### src/rtl/rtc_pkg.sv
package rtc_pkg;
  localparam logic [5:0] OFS_HM   = 6'h00;
  localparam logic [5:0] OFS_SEC  = 6'h04;
  localparam logic [5:0] OFS_AHM  = 6'h08;
  localparam logic [5:0] OFS_ASEC = 6'h0C;
  localparam logic [5:0] OFS_CTRL = 6'h10;
  localparam logic [5:0] OFS_STAT = 6'h14;
  localparam logic [5:0] OFS_IEN  = 6'h18;
  localparam logic [5:0] OFS_DAY  = 6'h20;
  localparam logic [5:0] OFS_ADAY = 6'h24;

  localparam int BIT_ALARM = 2;
  localparam int BIT_SEC   = 4;
  localparam int BIT_RATE0 = 7;
  localparam logic [15:0] STAT_MASK = 16'hFF94;

  localparam int NRATE = 10;  // index 0 = 1 Hz, index j = 2^j Hz

  typedef struct packed {
    logic [4:0] hr;
    logic [5:0] mn;
    logic [5:0] sc;
  } hms_t;
endpackage

### src/rtl/rtc_prescaler.sv
module rtc_prescaler #(
  parameter int REF_HZ_0 = 32768,
  parameter int REF_HZ_1 = 32000,
  parameter int REF_HZ_2 = 38400,
  parameter int NRATE    = rtc_pkg::NRATE
) (
  input  logic             clk_i,
  input  logic             rst_ni,
  input  logic             en_i,
  input  logic             ref_tick_i,
  input  logic [1:0]       fsel_i,
  output logic [NRATE-1:0] rate_tick_o
);
  localparam int PH_W    = NRATE - 1;
  localparam int STEP    = 2 ** PH_W;
  localparam int LIM_MAX = (REF_HZ_0 > REF_HZ_1) ?
                           ((REF_HZ_0 > REF_HZ_2) ? REF_HZ_0 : REF_HZ_2) :
                           ((REF_HZ_1 > REF_HZ_2) ? REF_HZ_1 : REF_HZ_2);
  localparam int ACC_W   = $clog2(LIM_MAX + STEP) + 1;

  logic [ACC_W-1:0] acc_q, acc_sum, lim;
  logic [PH_W-1:0]  ph_q, ph_nxt;
  logic [NRATE-1:0] hit, tick_q;
  logic             step;

  always_comb begin
    unique case (fsel_i)
      2'b01:   lim = ACC_W'(REF_HZ_1);
      2'b10:   lim = ACC_W'(REF_HZ_2);
      default: lim = ACC_W'(REF_HZ_0);
    endcase
  end

  assign acc_sum = acc_q + ACC_W'(STEP);
  assign step    = ref_tick_i && (acc_sum >= lim);
  assign ph_nxt  = ph_q + PH_W'(1);

  // rate 2^j fires when the low PH_W-j phase bits wrap to zero
  for (genvar j = 0; j < NRATE; j++) begin : g_rate
    if (j == NRATE - 1) begin : g_top
      assign hit[j] = 1'b1;
    end else begin : g_div
      assign hit[j] = (ph_nxt[PH_W-1-j:0] == '0);
    end
  end

  always_ff @(posedge clk_i or negedge rst_ni) begin
    if (!rst_ni) begin
      acc_q  <= '0;
      ph_q   <= '0;
      tick_q <= '0;
    end else if (!en_i) begin
      acc_q  <= '0;
      ph_q   <= '0;
      tick_q <= '0;
    end else begin
      tick_q <= step ? hit : '0;
      if (ref_tick_i) acc_q <= step ? (acc_sum - lim) : acc_sum;
      if (step)       ph_q  <= ph_nxt;
    end
  end

  assign rate_tick_o = tick_q;
endmodule

### src/rtl/rtc_timekeeper.sv
module rtc_timekeeper #(
  parameter int DAY_W = 16
) (
  input  logic              clk_i,
  input  logic              rst_ni,
  input  logic              tick_i,
  input  logic              wr_hm_i,
  input  logic              wr_sec_i,
  input  logic              wr_day_i,
  input  logic [15:0]       wdata_i,
  output rtc_pkg::hms_t     tm_o,
  output logic [DAY_W-1:0]  day_o
);
  rtc_pkg::hms_t    tm_q;
  logic [DAY_W-1:0] day_q;
  logic             any_wr, c_sec, c_min, c_hr;

  assign any_wr = wr_hm_i | wr_sec_i | wr_day_i;
  assign c_sec  = tm_q.sc >= 6'd59;
  assign c_min  = c_sec && (tm_q.mn >= 6'd59);
  assign c_hr   = c_min && (tm_q.hr >= 5'd23);

  always_ff @(posedge clk_i or negedge rst_ni) begin
    if (!rst_ni) begin
      tm_q  <= '0;
      day_q <= '0;
    end else if (any_wr) begin
      if (wr_sec_i) tm_q.sc <= wdata_i[5:0];
      if (wr_hm_i) begin
        tm_q.hr <= wdata_i[12:8];
        tm_q.mn <= wdata_i[5:0];
      end
      if (wr_day_i) day_q <= wdata_i[DAY_W-1:0];
    end else if (tick_i) begin
      tm_q.sc <= c_sec ? 6'd0 : tm_q.sc + 6'd1;
      if (c_sec) tm_q.mn <= c_min ? 6'd0 : tm_q.mn + 6'd1;
      if (c_min) tm_q.hr <= c_hr ? 5'd0 : tm_q.hr + 5'd1;
      if (c_hr)  day_q   <= day_q + DAY_W'(1);
    end
  end

  assign tm_o  = tm_q;
  assign day_o = day_q;
endmodule

### src/rtl/rtc_core.sv
module rtc_core #(
  parameter int DAY_W    = 16,
  parameter int REF_HZ_0 = 32768,
  parameter int REF_HZ_1 = 32000,
  parameter int REF_HZ_2 = 38400,
  parameter int ADDR_W   = 6
) (
  input  logic              clk_i,
  input  logic              rst_ni,
  input  logic              ref_tick_i,
  input  logic              sel_i,
  input  logic              wr_i,
  input  logic [ADDR_W-1:0] addr_i,
  input  logic [15:0]       wdata_i,
  output logic [15:0]       rdata_o,
  output logic              irq_o
);
  import rtc_pkg::*;

  logic             wr, wr_hm, wr_sec, wr_day, wr_stat, tm_wr;
  logic             ctrl_en_q;
  logic [1:0]       fsel_q;
  hms_t             tm, alm_q;
  logic [DAY_W-1:0] day, aday_q;
  logic [15:0]      stat_q, ien_q, set_vec, clr_vec;
  logic [NRATE-1:0] rate_tick;
  logic             sec_tick, match, match_q, alarm_hit;
  logic [5:0]       ofs;

  assign ofs     = 6'(addr_i);
  assign wr      = sel_i & wr_i;
  assign wr_hm   = wr && ofs == OFS_HM;
  assign wr_sec  = wr && ofs == OFS_SEC;
  assign wr_day  = wr && ofs == OFS_DAY;
  assign wr_stat = wr && ofs == OFS_STAT;
  assign tm_wr   = wr_hm | wr_sec | wr_day;

  rtc_prescaler #(
    .REF_HZ_0(REF_HZ_0), .REF_HZ_1(REF_HZ_1), .REF_HZ_2(REF_HZ_2), .NRATE(NRATE)
  ) i_presc (
    .clk_i, .rst_ni, .en_i(ctrl_en_q), .ref_tick_i, .fsel_i(fsel_q),
    .rate_tick_o(rate_tick)
  );

  assign sec_tick = rate_tick[0] & ctrl_en_q;

  rtc_timekeeper #(.DAY_W(DAY_W)) i_time (
    .clk_i, .rst_ni, .tick_i(sec_tick), .wr_hm_i(wr_hm), .wr_sec_i(wr_sec),
    .wr_day_i(wr_day), .wdata_i, .tm_o(tm), .day_o(day)
  );

  assign match     = (tm == alm_q) && (day == aday_q);
  assign alarm_hit = ctrl_en_q && match && !match_q;

  always_comb begin
    set_vec = '0;
    set_vec[BIT_ALARM] = alarm_hit;
    set_vec[BIT_SEC]   = sec_tick;
    for (int j = 1; j < NRATE; j++) set_vec[BIT_RATE0+j-1] = rate_tick[j] & ctrl_en_q;
    clr_vec = wr_stat ? (wdata_i & STAT_MASK) : '0;
  end

  always_ff @(posedge clk_i or negedge rst_ni) begin
    if (!rst_ni) begin
      ctrl_en_q <= 1'b0;
      fsel_q    <= '0;
      alm_q     <= '0;
      aday_q    <= '0;
      stat_q    <= '0;
      ien_q     <= '0;
      match_q   <= 1'b0;
    end else begin
      match_q <= match;
      stat_q  <= (stat_q & ~clr_vec) | set_vec;  // a same-edge event wins
      if (wr) begin
        unique case (ofs)
          OFS_CTRL: begin
            ctrl_en_q <= wdata_i[7];
            fsel_q    <= wdata_i[6:5];
          end
          OFS_AHM: begin
            alm_q.hr <= wdata_i[12:8];
            alm_q.mn <= wdata_i[5:0];
          end
          OFS_ASEC: alm_q.sc <= wdata_i[5:0];
          OFS_ADAY: aday_q   <= wdata_i[DAY_W-1:0];
          OFS_IEN:  ien_q    <= wdata_i & STAT_MASK;
          default: ;
        endcase
      end
    end
  end

  always_comb begin
    unique case (ofs)
      OFS_HM:   rdata_o = {3'b0, tm.hr, 2'b0, tm.mn};
      OFS_SEC:  rdata_o = {10'b0, tm.sc};
      OFS_AHM:  rdata_o = {3'b0, alm_q.hr, 2'b0, alm_q.mn};
      OFS_ASEC: rdata_o = {10'b0, alm_q.sc};
      OFS_CTRL: rdata_o = {8'b0, ctrl_en_q, fsel_q, 5'b0};
      OFS_STAT: rdata_o = stat_q;
      OFS_IEN:  rdata_o = ien_q;
      OFS_DAY:  rdata_o = 16'(day);
      OFS_ADAY: rdata_o = 16'(aday_q);
      default:  rdata_o = '0;
    endcase
  end

  assign irq_o = |(stat_q & ien_q);
endmodule

### config.mk
export PLATFORM = sky130hd
export DESIGN_NAME = rtc_core
export DESIGN_NICKNAME = d
export VERILOG_FILES = /design/src/rtl/rtc_pkg.sv /design/src/rtl/rtc_prescaler.sv /design/src/rtl/rtc_timekeeper.sv /design/src/rtl/rtc_core.sv
export SDC_FILE = /design/constraint.sdc
export NUM_CORES = 1
export LEC_CHECK = 0
export CELL_PAD_IN_SITES_DETAIL_PLACEMENT = 0
export CELL_PAD_IN_SITES_GLOBAL_PLACEMENT = 1
export CORE_ASPECT_RATIO = 0.7
export CORE_UTILIZATION = 45
export DETAILED_ROUTE_END_ITERATION = 12
export PLACE_DENSITY = 0.75
export SYNTH_ARGS = -nofsm -noshare
export SYNTH_HDL_FRONTEND = slang
export SYNTH_HIERARCHICAL = 1
export SYNTH_SLANG_ARGS = --single-unit
### constraint.sdc
create_clock -name clk_i -period 7.85 [get_ports clk_i]
set_input_delay 1.57 -clock clk_i [delete_from_list [all_inputs] [get_ports clk_i]]
set_output_delay 1.57 -clock clk_i [all_outputs]
set_load 0.05 [all_outputs]
# ---- Word level (Yosys, flattened, before mapping)
# Index checks and enable logic that the tools add are counted.
dict set report totals {
  output_inout_bits 17
  word_cells 119
  regBits 133
  in_bits 27
}
dict set report op_classes {
  bitwise 18
  eq_ne 17
  order_cmp 4
  mux 23
  add_sub_neg 7
  reduce_logical 34
}
# cell n
set ops {}
lappend ops {{$pmux 16 s9} 1}
lappend ops {{$mux 17} 5}
lappend ops {{$mux 16} 5}
lappend ops {{$and 16x16->16} 2}
lappend ops {{$pmux 16 s2} 1}
lappend ops {{$mux 6} 4}
lappend ops {{$mux 10} 2}
lappend ops {{$eq 6x5->1 const B} 3}
lappend ops {{$mux 9} 2}
lappend ops {{$add 17x10->17 const B} 1}
lappend ops {{$eq 17x17->1} 1}
lappend ops {{$ge 17x16->1} 1}
lappend ops {{$sub 17x16->17} 1}
lappend ops {{$add 16x1->16 const B} 1}
lappend ops {{$eq 16x16->1} 1}
lappend ops {{$not 16->16} 1}
lappend ops {{$or 16x16->16} 1}
lappend ops {{$reduce_or 16->1} 1}
lappend ops {{$add 6x1->6 const B} 2}
lappend ops {{$eq 6x4->1 const B} 2}
lappend ops {{$eq 6x6->1 const B} 2}
lappend ops {{$ge 6x6->1 const B} 2}
lappend ops {{$logic_not 6->1} 2}
lappend ops {{$reduce_and 2->1} 6}
lappend ops {{other kinds (24)} 53}

# ---- Longest topological paths before layout
dict set report logic_depth {
  depth_word 7
  depth_mapped 11
  depth_no_buf 9
}

# ---- Cells and area by module
# The synthesis kept the hierarchy.
# mod cells_each seq_area_each_um2 instances area_each_um2
set by_module_without_submodules {}
lappend by_module_without_submodules {rtc_core 292 1476.4 1 3291.9}
lappend by_module_without_submodules {rtc_timekeeper 241 825.8 1 2104.5}
lappend by_module_without_submodules {rtc_prescaler 227 700.7 1 2102.0}

# ---- Least setup slack after synthesis
# No wires, ideal clock.
dict set report synth_path {
  path_kind {input -> output}
  start {input addr_i[3]}
  end {output rdata_o[2]}
  path_buffers 1
  required_time_ps 6280
  t_arrival_ps 3157
  cell_stages 5
  slack_ps 3123
  path_cell_list {or4_1 nor2_1 buf_2 a22oi_1 nand3_1}
}
dict set report synth_via {
  elab_chain_len 2
  elab_cells_between_ends 10
  classes_between {8 x eq/ne; 1 x mux; 1 x reduce/logical}
}
# element line_no
set synth_rtl {}
lappend synth_rtl {{from (decl)} rtc_core.sv:13} ;# input logic [ADDR_W-1:0] addr_i,
lappend synth_rtl {{$eq 6x6->1 (tied with other cells)} rtc_core.sv:95} ;# unique case (ofs)
lappend synth_rtl {{$pmux 16 s9 *} rtc_core.sv:95}
lappend synth_rtl {{to (decl)} rtc_core.sv:15} ;# output logic [15:0] rdata_o,
# Mark *: on every way between the ends. The rest lies on a longest branch, timed or not.

# ---- Worst setup path in the final report
dict set report layout_path {
  start {input addr_i[5]}
  end {output rdata_o[10]}
}
# Same word-level chain as after synthesis.

==> run_results.csv <==
group,metric,value,unit
global_routing,grt_pass1_wl,36400,um
cells_and_area,finalNetCount,845,
clock_tree,hold_buffers,0,
die,row_count,39,
sta,tns,0,ns
clock_tree,clk_pin_slew,0.06,ns
sta,rsz0062_at_grt,"false",
die,dieWidth,156,um
clock_tree,clkSinkCount,120,
synthesis,synth_ff_type,"dfrtp_1",
global_routing,grt-ovfl-total,0,
clock_tree,post_cts_buffers,0,
clock_tree,htree_num_levels,4,
critical_path,reg2reg_slack,4.73,ns
power_and_ir_drop,power_density,200,nW/um^2
critical_path,crit_buf_inv,2,
synthesis,synthArstFlopShare,100,%
sta,drv_slew,0,
cells_and_area,final_cells,1038,
critical_path,critPathMaxStageDelay,0.97,ns
synthesis,synth_warnings,6,
cells_and_area,area_delta_synth_final,16.7,%
hold_path,holdPathEnd,"stat_q[12]",
critical_path,path_common_cell,"clkdlybuf4s50_1",
drt,routedWlPerCell,22.2,um
global_routing,first_global_vias,6222,
critical_path,r2r-start,"i_presc/acc_q[9]",
sta,fin_crit,6.17,ns
placed_design,place_inst,1006,
die,fp.dieH,110,um
cells_and_area,design_area,8750,um^2
synthesis,netlist_area,7500,um^2
critical_path,critPathTopFamily,"simple AND/OR/NAND/NOR gates",
placed_design,pre_cts_slack,1.77,ns
synthesis,synth.avg_cell_area,9.87,um^2
synthesis,synthDistinctLibCells,86,
drt,drt-pass1-iter-count,7,
synthesis,yosysSeqAreaShare,40.0,%
critical_path,slowest_stage,"nor2_1",
global_routing,antenna_found_initial,0,
critical_path,critPathKind,"primary input to output port",
critical_path,start_kind,"primary input",
power_and_ir_drop,ir_worst_vdd,131,uV
drt,drc,0,
global_routing,grt_max_degree,62,
synthesis,ys_seq_elements,120,
clock_tree,clk_latency,0.43,ns
drt,wl_met3,2330,um
run,maxCapViolCount,0,
drt,wl_met2,9420,um
drt,vias_per_cell,6.26,
drt,met1Wirelength,10900,um
die,initial_core_util,46.0,%
sta,layout_setup_ws,1.68,ns
power_and_ir_drop,total_power,1.75,mW
critical_path,path_cells,"clkdlybuf4s50_1, nand2b_1, nor2_1, a22oi_1, nand3_1, clkdlybuf4s50_1",
clock_tree,cts_tree,"yes",
sta,slew_headroom,16.3,%
sta,fin_crit_sh,78.6,%
global_routing,grtUsageTotal,28.6,%
hold_path,hp-start,"i_presc/rate_tick_o[6]",
critical_path,required,6.28,ns
sta,tightest_slew,1.25,ns
clock_tree,clockRootBuffer,"clkbuf_16",
cells_and_area,drive_above_1_share,16.0,%
drt,wl,23100,um
clock_tree,cts_made_buffers,17,
critical_path,r2r_cells,9,
synthesis,synth-edff-count,0,
placed_design,placed_cell_area,8110,um^2
synthesis,syn_nets,805,
synthesis,syn_inst,760,
die,io_pins,44,
clock_tree,max-clock-path-buffers,2,
outcome,status,"finished clean",
power_and_ir_drop,p_leak,3.79,nW
hold_path,whs_path_depth,1,
hold_path,hp-class,"flip-flop to flip-flop",
sta,hold_violations,0,
critical_path,crit_path_end_kind,"output port",
critical_path,cp_max_fo,12,
cells_and_area,utilization,53.7,%
die,dieArea,17200,um^2
cells_and_area,num_antenna_cells,0,
sta,whs,0.485,ns
drt,via_count,6496,
sta,setup_viol,0,
drt,top_layer,"met4",
drt,drt-initial-drc-count,690,
sta,fin_skew,0.00939,ns
critical_path,worstReg2RegEnd,"i_presc/rate_tick_o[2]",
die,coreArea,16300,um^2
placed_design,io_buffer_count,43,
placed_design,place_congestion,0.930,
drt,ant_nets,0,
critical_path,arrival,4.60,ns
clock_tree,post_cts_resized,0,
sta,fmax,162,MHz
placed_design,dpl.hpwl,16200,um
==> area by class of cell <==
class,count,area [um^2]
clock buffer,19,443
clock inverter,13,193
fill,1504,7550
inverter,26,97.6
multi-input combinational,579,4210
sequential,120,3000
tap,225,282
timing repair buffer,56,526
==> state kept, by name, indices dropped and copies added, names as in the netlist <==
name / flops
aday_q: 16
alm_q: 17
ctrl_en_q: 1
fsel_q: 2
i_presc/acc_q: 9
i_presc/ph_q: 9
i_presc/rate_tick_o: 10
i_time/day_o: 16
i_time/tm_o: 17
ien_q: 11
match_q: 1
stat_q: 11
==> worst max path at each step <==
stage              start          end  slack [ns]  cells after the start
2_1_floorplan  addr_i[3]   rdata_o[2]        3.12                      5
3_3_place_gp   addr_i[5]   rdata_o[7]        1.87                      6
3_5_place_dp   addr_i[5]  rdata_o[10]        1.77                      6
4_1_cts        addr_i[5]  rdata_o[10]        1.80                      6
5_1_grt        addr_i[5]  rdata_o[10]        1.62                      6
6_report       addr_i[5]  rdata_o[10]        1.68                      6
==> placed cells by master, fill, tap and decap left out, types with 11 or more instances in the layout <==
master / synthesis / routed
nand2_1: 64 / 64
a22oi_1: 44 / 44
a21oi_1: 26 / 26
dfrtp_1: 120 / 120
nand4_1: 11 / 11
a22o_1: 12 / 12
buf_4: 3 / 14
mux2_2: 39 / 39
xor2_1: 13 / 13
o21ai_0: 27 / 27
clkdlybuf4s50_1: 0 / 42
inv_1: 25 / 25
nor3_1: 19 / 18
clkbuf_16: 0 / 17
ha_1: 17 / 17
nand3_1: 39 / 39
xnor2_1: 25 / 25
nor2_1: 42 / 42
==> worst reg2reg max path, cell delays in order, from the launching register on <==
cell and delay (ns):
dfrtp_1 0.54, ha_1 0.34, nand3_1 0.12, xnor2_1 0.17, ha_1 0.40, nand4_2 0.19
a21oi_2 0.26, o21a_2 0.42, o2111ai_1 0.31, nor3_1 0.26
==> power breakdown <==
| group | internal (mW) | switching (mW) |
|---|---|---|
| logic | 0.0906 | 0.119 |
| clock network | 0.543 | 0.305 |
| registers | 0.649 | 0.0427 |
==> kinds of logic after synthesis <==
group / count (synthesis) / share of synthesized area (%)
XOR/XNOR: 38 / 4.44
flip-flops: 120 / 40.0
multiplexers: 57 / 8.93
buffers and inverters: 61 / 3.94
AND/OR/NAND/NOR: 248 / 17.6
adder cells (fa/ha/maj): 18 / 3.10
AO/OA/AOI/OAI: 218 / 22.0
==> per-layer routing <==
layer  GRT usage, %  up-vias
met3           8.84       39
li1               -     2960
met1           41.5     3195
met2           39.5      302
met4           10.4        0
met5              0        -
==> cells in the mapped netlist, types with 14 or more instances <==
library cell	count	share of area, %
dfrtp_1	120	40
nand2_1	64	3.2
a22oi_1	44	4.4
nor2_1	42	2.1
mux2_2	39	5.9
nand3_1	39	2.6
o21ai_0	27	1.8
a21oi_1	26	1.7
inv_1	25	1.3
xnor2_1	25	2.9
nor3_1	19	1.3
ha_1	17	2.8
buf_2	14	0.93
Note: power is estimated with default switching activity, not from simulation.
